**config.mk**
```make
export PLATFORM = sky130hd
export DESIGN_NAME = auxReqRouter
export DESIGN_NICKNAME = d
export VERILOG_FILES = /design/src/rtl/auxRouterPkg.sv /design/src/rtl/auxRouteDatapath.sv /design/src/rtl/auxRouteCtrl.sv /design/src/rtl/auxReqRouter.sv
export SDC_FILE = /design/constraint.sdc
export NUM_CORES = 1
export LEC_CHECK = 0
export BUFFER_PORTS_ARGS = -buffer_cell sky130_fd_sc_hd__clkbuf_2
export CORE_MARGIN = 2
export CORE_UTILIZATION = 46
export DETAILED_ROUTE_END_ITERATION = 7
export GPL_TIMING_DRIVEN = 0
export PLACE_DENSITY = 0.8
export SLEW_MARGIN = 5
export SYNTH_ARGS = -nofsm -noshare
export SYNTH_HDL_FRONTEND = slang
export SYNTH_SLANG_ARGS = --single-unit
```
**constraint.sdc**
```tcl
create_clock -name clk -period 2.2 [get_ports clk]
set_clock_uncertainty 0.2 [all_clocks]
set_input_delay 0.22 -clock clk [delete_from_list [all_inputs] [get_ports clk]]
set_output_delay 0.22 -clock clk [all_outputs]
set_load 0.03 [all_outputs]
```
**src/rtl/auxRouterPkg.sv**
```systemverilog
package auxRouterPkg;

  typedef enum logic [1:0] {
    ACT_FORWARD  = 2'b00,
    ACT_LOCAL    = 2'b01,
    ACT_NACK_M0  = 2'b10,
    ACT_ACK_ZERO = 2'b11
  } routeAct_e;

  // decode results handed from datapath to control
  typedef struct packed {
    logic isWrite;
    logic inCap;
    logic inOwn;
    logic inDownWin;
    logic inOtherWin;
    logic inSnoop;
    logic modeToT;
    logic modeToNT;
  } addrHits_t;

  // strobes handed from control to datapath
  typedef struct packed {
    logic      fire;
    routeAct_e act;
    logic      snoop;
  } ctlStrobe_t;

endpackage

```
**src/rtl/auxRouteDatapath.sv**
```systemverilog
module auxRouteDatapath
  import auxRouterPkg::*;
#(
  parameter int unsigned ADDR_W    = 20,
  parameter int unsigned LEN_W     = 4,
  parameter int unsigned POS_W     = 4,
  parameter int unsigned MAX_RPT   = 8,
  parameter int unsigned CAP_BASE  = 32'hF0000,
  parameter int unsigned CAP_SIZE  = 16,
  parameter int unsigned WIN_BASE  = 32'hF0010,
  parameter int unsigned WIN_SIZE  = 32'h50,
  parameter int unsigned SNP_LO    = 32'h00100,
  parameter int unsigned SNP_HI    = 32'h002FF,
  parameter int unsigned MODE_ADDR = 32'hF0003,
  parameter logic [7:0]  MODE_T    = 8'h55,
  parameter logic [7:0]  MODE_NT   = 8'hAA
) (
  input  logic              clk,
  input  logic              rstN,
  input  logic              reqIsWrite,
  input  logic [ADDR_W-1:0] reqAddr,
  input  logic [LEN_W-1:0]  reqLen,
  input  logic [7:0]        reqWrData,
  input  logic [POS_W-1:0]  rptPosition,
  input  ctlStrobe_t        ctl,
  output addrHits_t         hits,
  output logic              decValid,
  output logic [1:0]        decAction,
  output logic [LEN_W-1:0]  decLen,
  output logic              snoopStrobe
);

  localparam int unsigned CAP_END = CAP_BASE + CAP_SIZE;

  logic [31:0]        addrExt;
  logic [31:0]        posExt;
  logic               posValid;
  logic [MAX_RPT-1:0] winHit;
  logic [MAX_RPT-1:0] ownMask;
  logic [MAX_RPT-1:0] downMask;

  assign addrExt  = 32'(reqAddr);
  assign posExt   = 32'(rptPosition);
  assign posValid = (posExt >= 32'd1) && (posExt <= MAX_RPT);

  for (genvar k = 0; k < MAX_RPT; k++) begin : gWin
    localparam int unsigned LO = WIN_BASE + k * WIN_SIZE;
    localparam int unsigned HI = LO + WIN_SIZE;
    assign winHit[k]   = (addrExt >= LO) && (addrExt < HI);
    assign ownMask[k]  = posValid && (posExt == (k + 1));
    assign downMask[k] = posValid && ((k + 1) < posExt);
  end

  always_comb begin
    hits            = '0;
    hits.isWrite    = reqIsWrite;
    hits.inCap      = (addrExt >= CAP_BASE) && (addrExt < CAP_END);
    hits.inOwn      = |(winHit & ownMask);
    hits.inDownWin  = |(winHit & downMask);
    hits.inOtherWin = (|winHit) && !hits.inOwn && !hits.inDownWin;
    hits.inSnoop    = (addrExt >= SNP_LO) && (addrExt <= SNP_HI);
    hits.modeToT    = reqIsWrite && (addrExt == MODE_ADDR) && (reqWrData == MODE_T);
    hits.modeToNT   = reqIsWrite && (addrExt == MODE_ADDR) && (reqWrData == MODE_NT);
  end

  always_ff @(posedge clk) begin
    if (!rstN) begin
      decValid    <= 1'b0;
      decAction   <= ACT_FORWARD;
      decLen      <= '0;
      snoopStrobe <= 1'b0;
    end else begin
      decValid    <= ctl.fire;
      snoopStrobe <= ctl.fire && ctl.snoop;
      if (ctl.fire) begin
        decAction <= ctl.act;
        decLen    <= reqLen;
      end
    end
  end

  AST_SNOOP_NEEDS_VALID: assert property (@(posedge clk) disable iff (!rstN)
    snoopStrobe |-> decValid);

  AST_LEN_ECHO: assert property (@(posedge clk) disable iff (!rstN)
    ctl.fire |=> (decLen == $past(reqLen)));

endmodule

```
**src/rtl/auxRouteCtrl.sv**
```systemverilog
module auxRouteCtrl
  import auxRouterPkg::*;
(
  input  logic       clk,
  input  logic       rstN,
  input  logic       reqValid,
  input  addrHits_t  hits,
  output ctlStrobe_t ctl,
  output logic       modeNT
);

  always_ff @(posedge clk) begin
    if (!rstN) begin
      modeNT <= 1'b0;
    end else if (reqValid) begin
      if (hits.modeToNT)     modeNT <= 1'b1;
      else if (hits.modeToT) modeNT <= 1'b0;
    end
  end

  always_comb begin
    ctl       = '0;
    ctl.fire  = reqValid;
    ctl.snoop = hits.inSnoop;
    ctl.act   = ACT_FORWARD;
    if (modeNT) begin
      if (hits.inCap || hits.inOwn)
        ctl.act = ACT_LOCAL;
      else if (hits.inOtherWin)
        ctl.act = hits.isWrite ? ACT_NACK_M0 : ACT_ACK_ZERO;
    end
  end

  AST_MODE_HOLD: assert property (@(posedge clk) disable iff (!rstN)
    !(reqValid && (hits.modeToT || hits.modeToNT)) |=> $stable(modeNT));

  AST_MODE_ONEHOT: assert property (@(posedge clk) disable iff (!rstN)
    $onehot0({hits.modeToT, hits.modeToNT}));

endmodule

```
**src/rtl/auxReqRouter.sv**
```systemverilog
module auxReqRouter
  import auxRouterPkg::*;
#(
  parameter int unsigned ADDR_W  = 20,
  parameter int unsigned LEN_W   = 4,
  parameter int unsigned POS_W   = 4,
  parameter int unsigned MAX_RPT = 8
) (
  input  logic              clk,
  input  logic              rstN,
  input  logic              reqValid,
  input  logic              reqIsWrite,
  input  logic [ADDR_W-1:0] reqAddr,
  input  logic [LEN_W-1:0]  reqLen,
  input  logic [7:0]        reqWrData,
  input  logic [POS_W-1:0]  rptPosition,
  output logic              decValid,
  output logic [1:0]        decAction,
  output logic [LEN_W-1:0]  decLen,
  output logic              snoopStrobe,
  output logic              nonTransparent
);

  addrHits_t  hits;
  ctlStrobe_t ctl;

  auxRouteDatapath #(
    .ADDR_W (ADDR_W),
    .LEN_W  (LEN_W),
    .POS_W  (POS_W),
    .MAX_RPT(MAX_RPT)
  ) uDp (
    .clk        (clk),
    .rstN       (rstN),
    .reqIsWrite (reqIsWrite),
    .reqAddr    (reqAddr),
    .reqLen     (reqLen),
    .reqWrData  (reqWrData),
    .rptPosition(rptPosition),
    .ctl        (ctl),
    .hits       (hits),
    .decValid   (decValid),
    .decAction  (decAction),
    .decLen     (decLen),
    .snoopStrobe(snoopStrobe)
  );

  auxRouteCtrl uCtl (
    .clk     (clk),
    .rstN    (rstN),
    .reqValid(reqValid),
    .hits    (hits),
    .ctl     (ctl),
    .modeNT  (nonTransparent)
  );

  AST_VALID_FOLLOWS: assert property (@(posedge clk) disable iff (!rstN)
    reqValid |=> decValid);

  AST_IDLE_QUIET: assert property (@(posedge clk) disable iff (!rstN)
    !reqValid |=> !decValid);

  AST_TRANSPARENT_FWD: assert property (@(posedge clk) disable iff (!rstN)
    (reqValid && !nonTransparent) |=> (decAction == 2'b00));

  AST_SNOOP_RANGE: assert property (@(posedge clk) disable iff (!rstN)
    (reqValid && (reqAddr >= ADDR_W'(32'h100)) && (reqAddr <= ADDR_W'(32'h2FF)))
      |=> snoopStrobe);

  AST_FIXED_NEEDS_NT: assert property (@(posedge clk) disable iff (!rstN)
    (reqValid && (decAction != 2'b00 || 1'b1) && !nonTransparent) |=> (decAction != 2'b10 && decAction != 2'b11));

endmodule

```
==> impl_results.md <==
- Mapped Avg Cell Area: 7.98 um2
- Total of max-cap violations: 0
- Largest net degree at the start of global routing: 11
- Clock root cell: clkbuf_4
- Seq/Total Area, Yosys: between 10% and 20%
- CTS sink cnt: 9
- Die Y: 51.1 um
- Number of global-route vias before repair: 1130
- Mapped cell area: 1020 um2
- Rows: 17
- Share of cells above drive strength 1: 38.6%
- Outcome: complete, no violations
- Boundary pin count: 49
- # fillers: 200
- Global-route wire length before repair: 4.64 mm
- Setup TNS: 0 ps
- Clock Tree Buf Depth: 2
- Mapped Cells: 128
- Nets@finish: 217
- Port Buffer Count: 44
- Most common library cell in the layout ignoring fill and taps: clkbuf_2
- Syn_nets: 168
- WL per Instance: 13.9 um
- Slew Limit Headroom: 70.2%
- R2r setup slk: ~860 ps
- Final GP Congestion: 0.847
- Clock latency on the worst-skew pair: 260 ps
- Post-synthesis register bit count: 9
- Critical path capture point type: register
- Via density: slightly below 6
- Diode count: 0
- Worst Hold Margin: 13.2 ps
- IR drop worst, VDD: about 0.37 mV
- Final min period: approximately 1800 ps
- Clock slew at reported path FFs: 70 ps
- Async SR Flop Fraction: 0%
- Synth warn: 0
- Worst-path maximum fanout: 10
- Main synth FF type: dfxtp_1
- Antenna violations before repair: 0
- Cells after DPL: 200
- Number of synthesized flops with an enable pin: 0
- Initial DRT Pass Iterations: 4
- Total gr overflow: 0
- Synth cell types: between 50 and 60
- Hold Buf Count CTS: 0
- Setup Fix Bufs, Post-CTS: 0
- Iteration-0 DRC Markers: 24
- HPWL Detailed: 2.34 mm
- Final hold vios: 0
- Tot Pwr: 468 uW
- Worst EP required: around 2100 ps
- Core area: 2150 um2
- CP Launch Type: primary input
- CTS buffer count: 3
- Fin util: 60.7%
- Post-CTS sizing: 0
- Commonest non-fill, non-tap cells in the layout: clkbuf_2 (44), dfxtp_1 (9), nand2_1 (8)
- Final setup vio count: 0
- Final ANT Viol Nets: 0
- RSZ-0062 raised after global routing: false
- Fin crit share: 83.5%
- Starting density of the core: 47.5%
- Critical path class: in2reg
- Die area: around 2600 um2
- Die W: 51.1 um
- Total GRT Usage: 22.5%
- Final wirelength: 2.84 mm
- Max-slew violations: 0
- Via Count: around 1200
- H-tree levels: 1
- P&R area growth vs syn: 27.7%
- CTS tree: yes
- CP Data Arrival Time: 1780 ps
- Peak Freq: about 0.54 GHz
- Pwr dens: 359 nW/um2
- Worst-Margin Slew: 444 ps
- Layout Cells excl Fill: 204
- HP Class: in2reg
- Leakage: around 0.58 nW
- Residual DRC: 0
[registers in the layout, indices dropped and copies added (netlist names)]
| name | count |
|---|---|
| uDp.decValid | 1 |
| uCtl.modeNT | 1 |
| uDp.decAction | 2 |
| uDp.snoopStrobe | 1 |
| uDp.decLen | 4 |
[cell usage after synthesis, types with 2 or more instances]
cell type / instances / area share (%)
inv_1: 2 / 0.74
nand3_1: 3 / 1.5
nor4_1: 4 / 2.5
or4b_1: 2 / 2.0
nor4b_1: 2 / 1.7
and2_1: 2 / 1.2
nor2_1: 4 / 1.5
a31oi_1: 2 / 1.2
nor4bb_1: 5 / 4.9
o21ai_1: 3 / 1.5
buf_6: 4 / 4.4
a211oi_1: 4 / 2.9
nand4b_1: 2 / 1.7
buf_4: 2 / 1.5
mux2i_1: 4 / 3.9
a21boi_0: 2 / 1.5
and2b_1: 2 / 1.5
nand2b_1: 5 / 3.1
buf_2: 3 / 1.5
nor2b_1: 5 / 3.1
a21oi_1: 5 / 2.5
nand3b_1: 2 / 1.5
dfxtp_1: 9 / 18
nand2_1: 8 / 2.9
nor3_1: 3 / 1.5
and3_1: 2 / 1.2
o21ai_0: 7 / 3.4
[worst paths after layout]
| kind | startpoint | to | depth (start not counted) |
|---|---|---|---|
| setup / recovery | reqAddr[6] | uDp.decAction[0] | 8 |
| hold / removal | reqLen[2] | uDp.decLen[2] | 3 |
| setup reg to reg | uDp.decAction[0] | uDp.decAction[0] | 4 |
| hold reg to reg | uDp.decAction[1] | uDp.decAction[1] | 2 |
[where the power goes]
part           total [mW]  internal (mW)  switching (mW)
Combinational       0.167         0.0763          0.0909
Clock               0.130         0.0671          0.0633
Sequential          0.171          0.168         0.00258
Total               0.468          0.311           0.157
[layer usage]
metal	up-vias	GRT usage (%)	share of wire (%)
li1	598	-	-
met1	552	26.5	42
met2	43	42.4	52
met3	4	2.34	4.7
met4	0	6.31	1.2
met5	-	0	0
[cell type report]
type | count | area, um2 | share of cell area [%]
Buffer | 11 | 86.3 | 6.62
Clock buffer | 3 | 22.5 | 1.73
Clock inverter | 1 | 5.00 | 0.384
Inverter | 2 | 7.51 | 0.576
Multi-Input combinational cell | 106 | 747 | 57.3
Sequential cell | 9 | 180 | 13.8
Tap cell | 28 | 35.0 | 2.69
Timing Repair Buffer | 44 | 220 | 16.9
[logic make-up (layout without fill, tap and decap cells)]
| kind of cell | after synthesis | in the layout | synth area share, % |
|---|---|---|---|
| mux | 4 | 4 | 3.92 |
| flops | 9 | 9 | 17.6 |
| buf+inv | 13 | 61 | 9.19 |
| simple gates | 61 | 61 | 40.3 |
| compound gates | 41 | 41 | 28.9 |
[worst max-delay path: stages]
cell and delay, ps:
clkbuf_2 150, buf_2 240, o21ai_1 110, nor4b_1 160, a311oi_1 280, nor4_1 100, a2111oi_0 380, o22ai_1 140
[through the flow]
stage | setup WS, ps | area (um2)
finish | 362 | 1300
global route | 177 | 1300
CTS | 373 | 1300
detailed placement | 53.1 | 1280
global placement | 129 | 1280
floorplan | 346 | 1020
No activity file was read; power rests on OpenSTA's default activity.
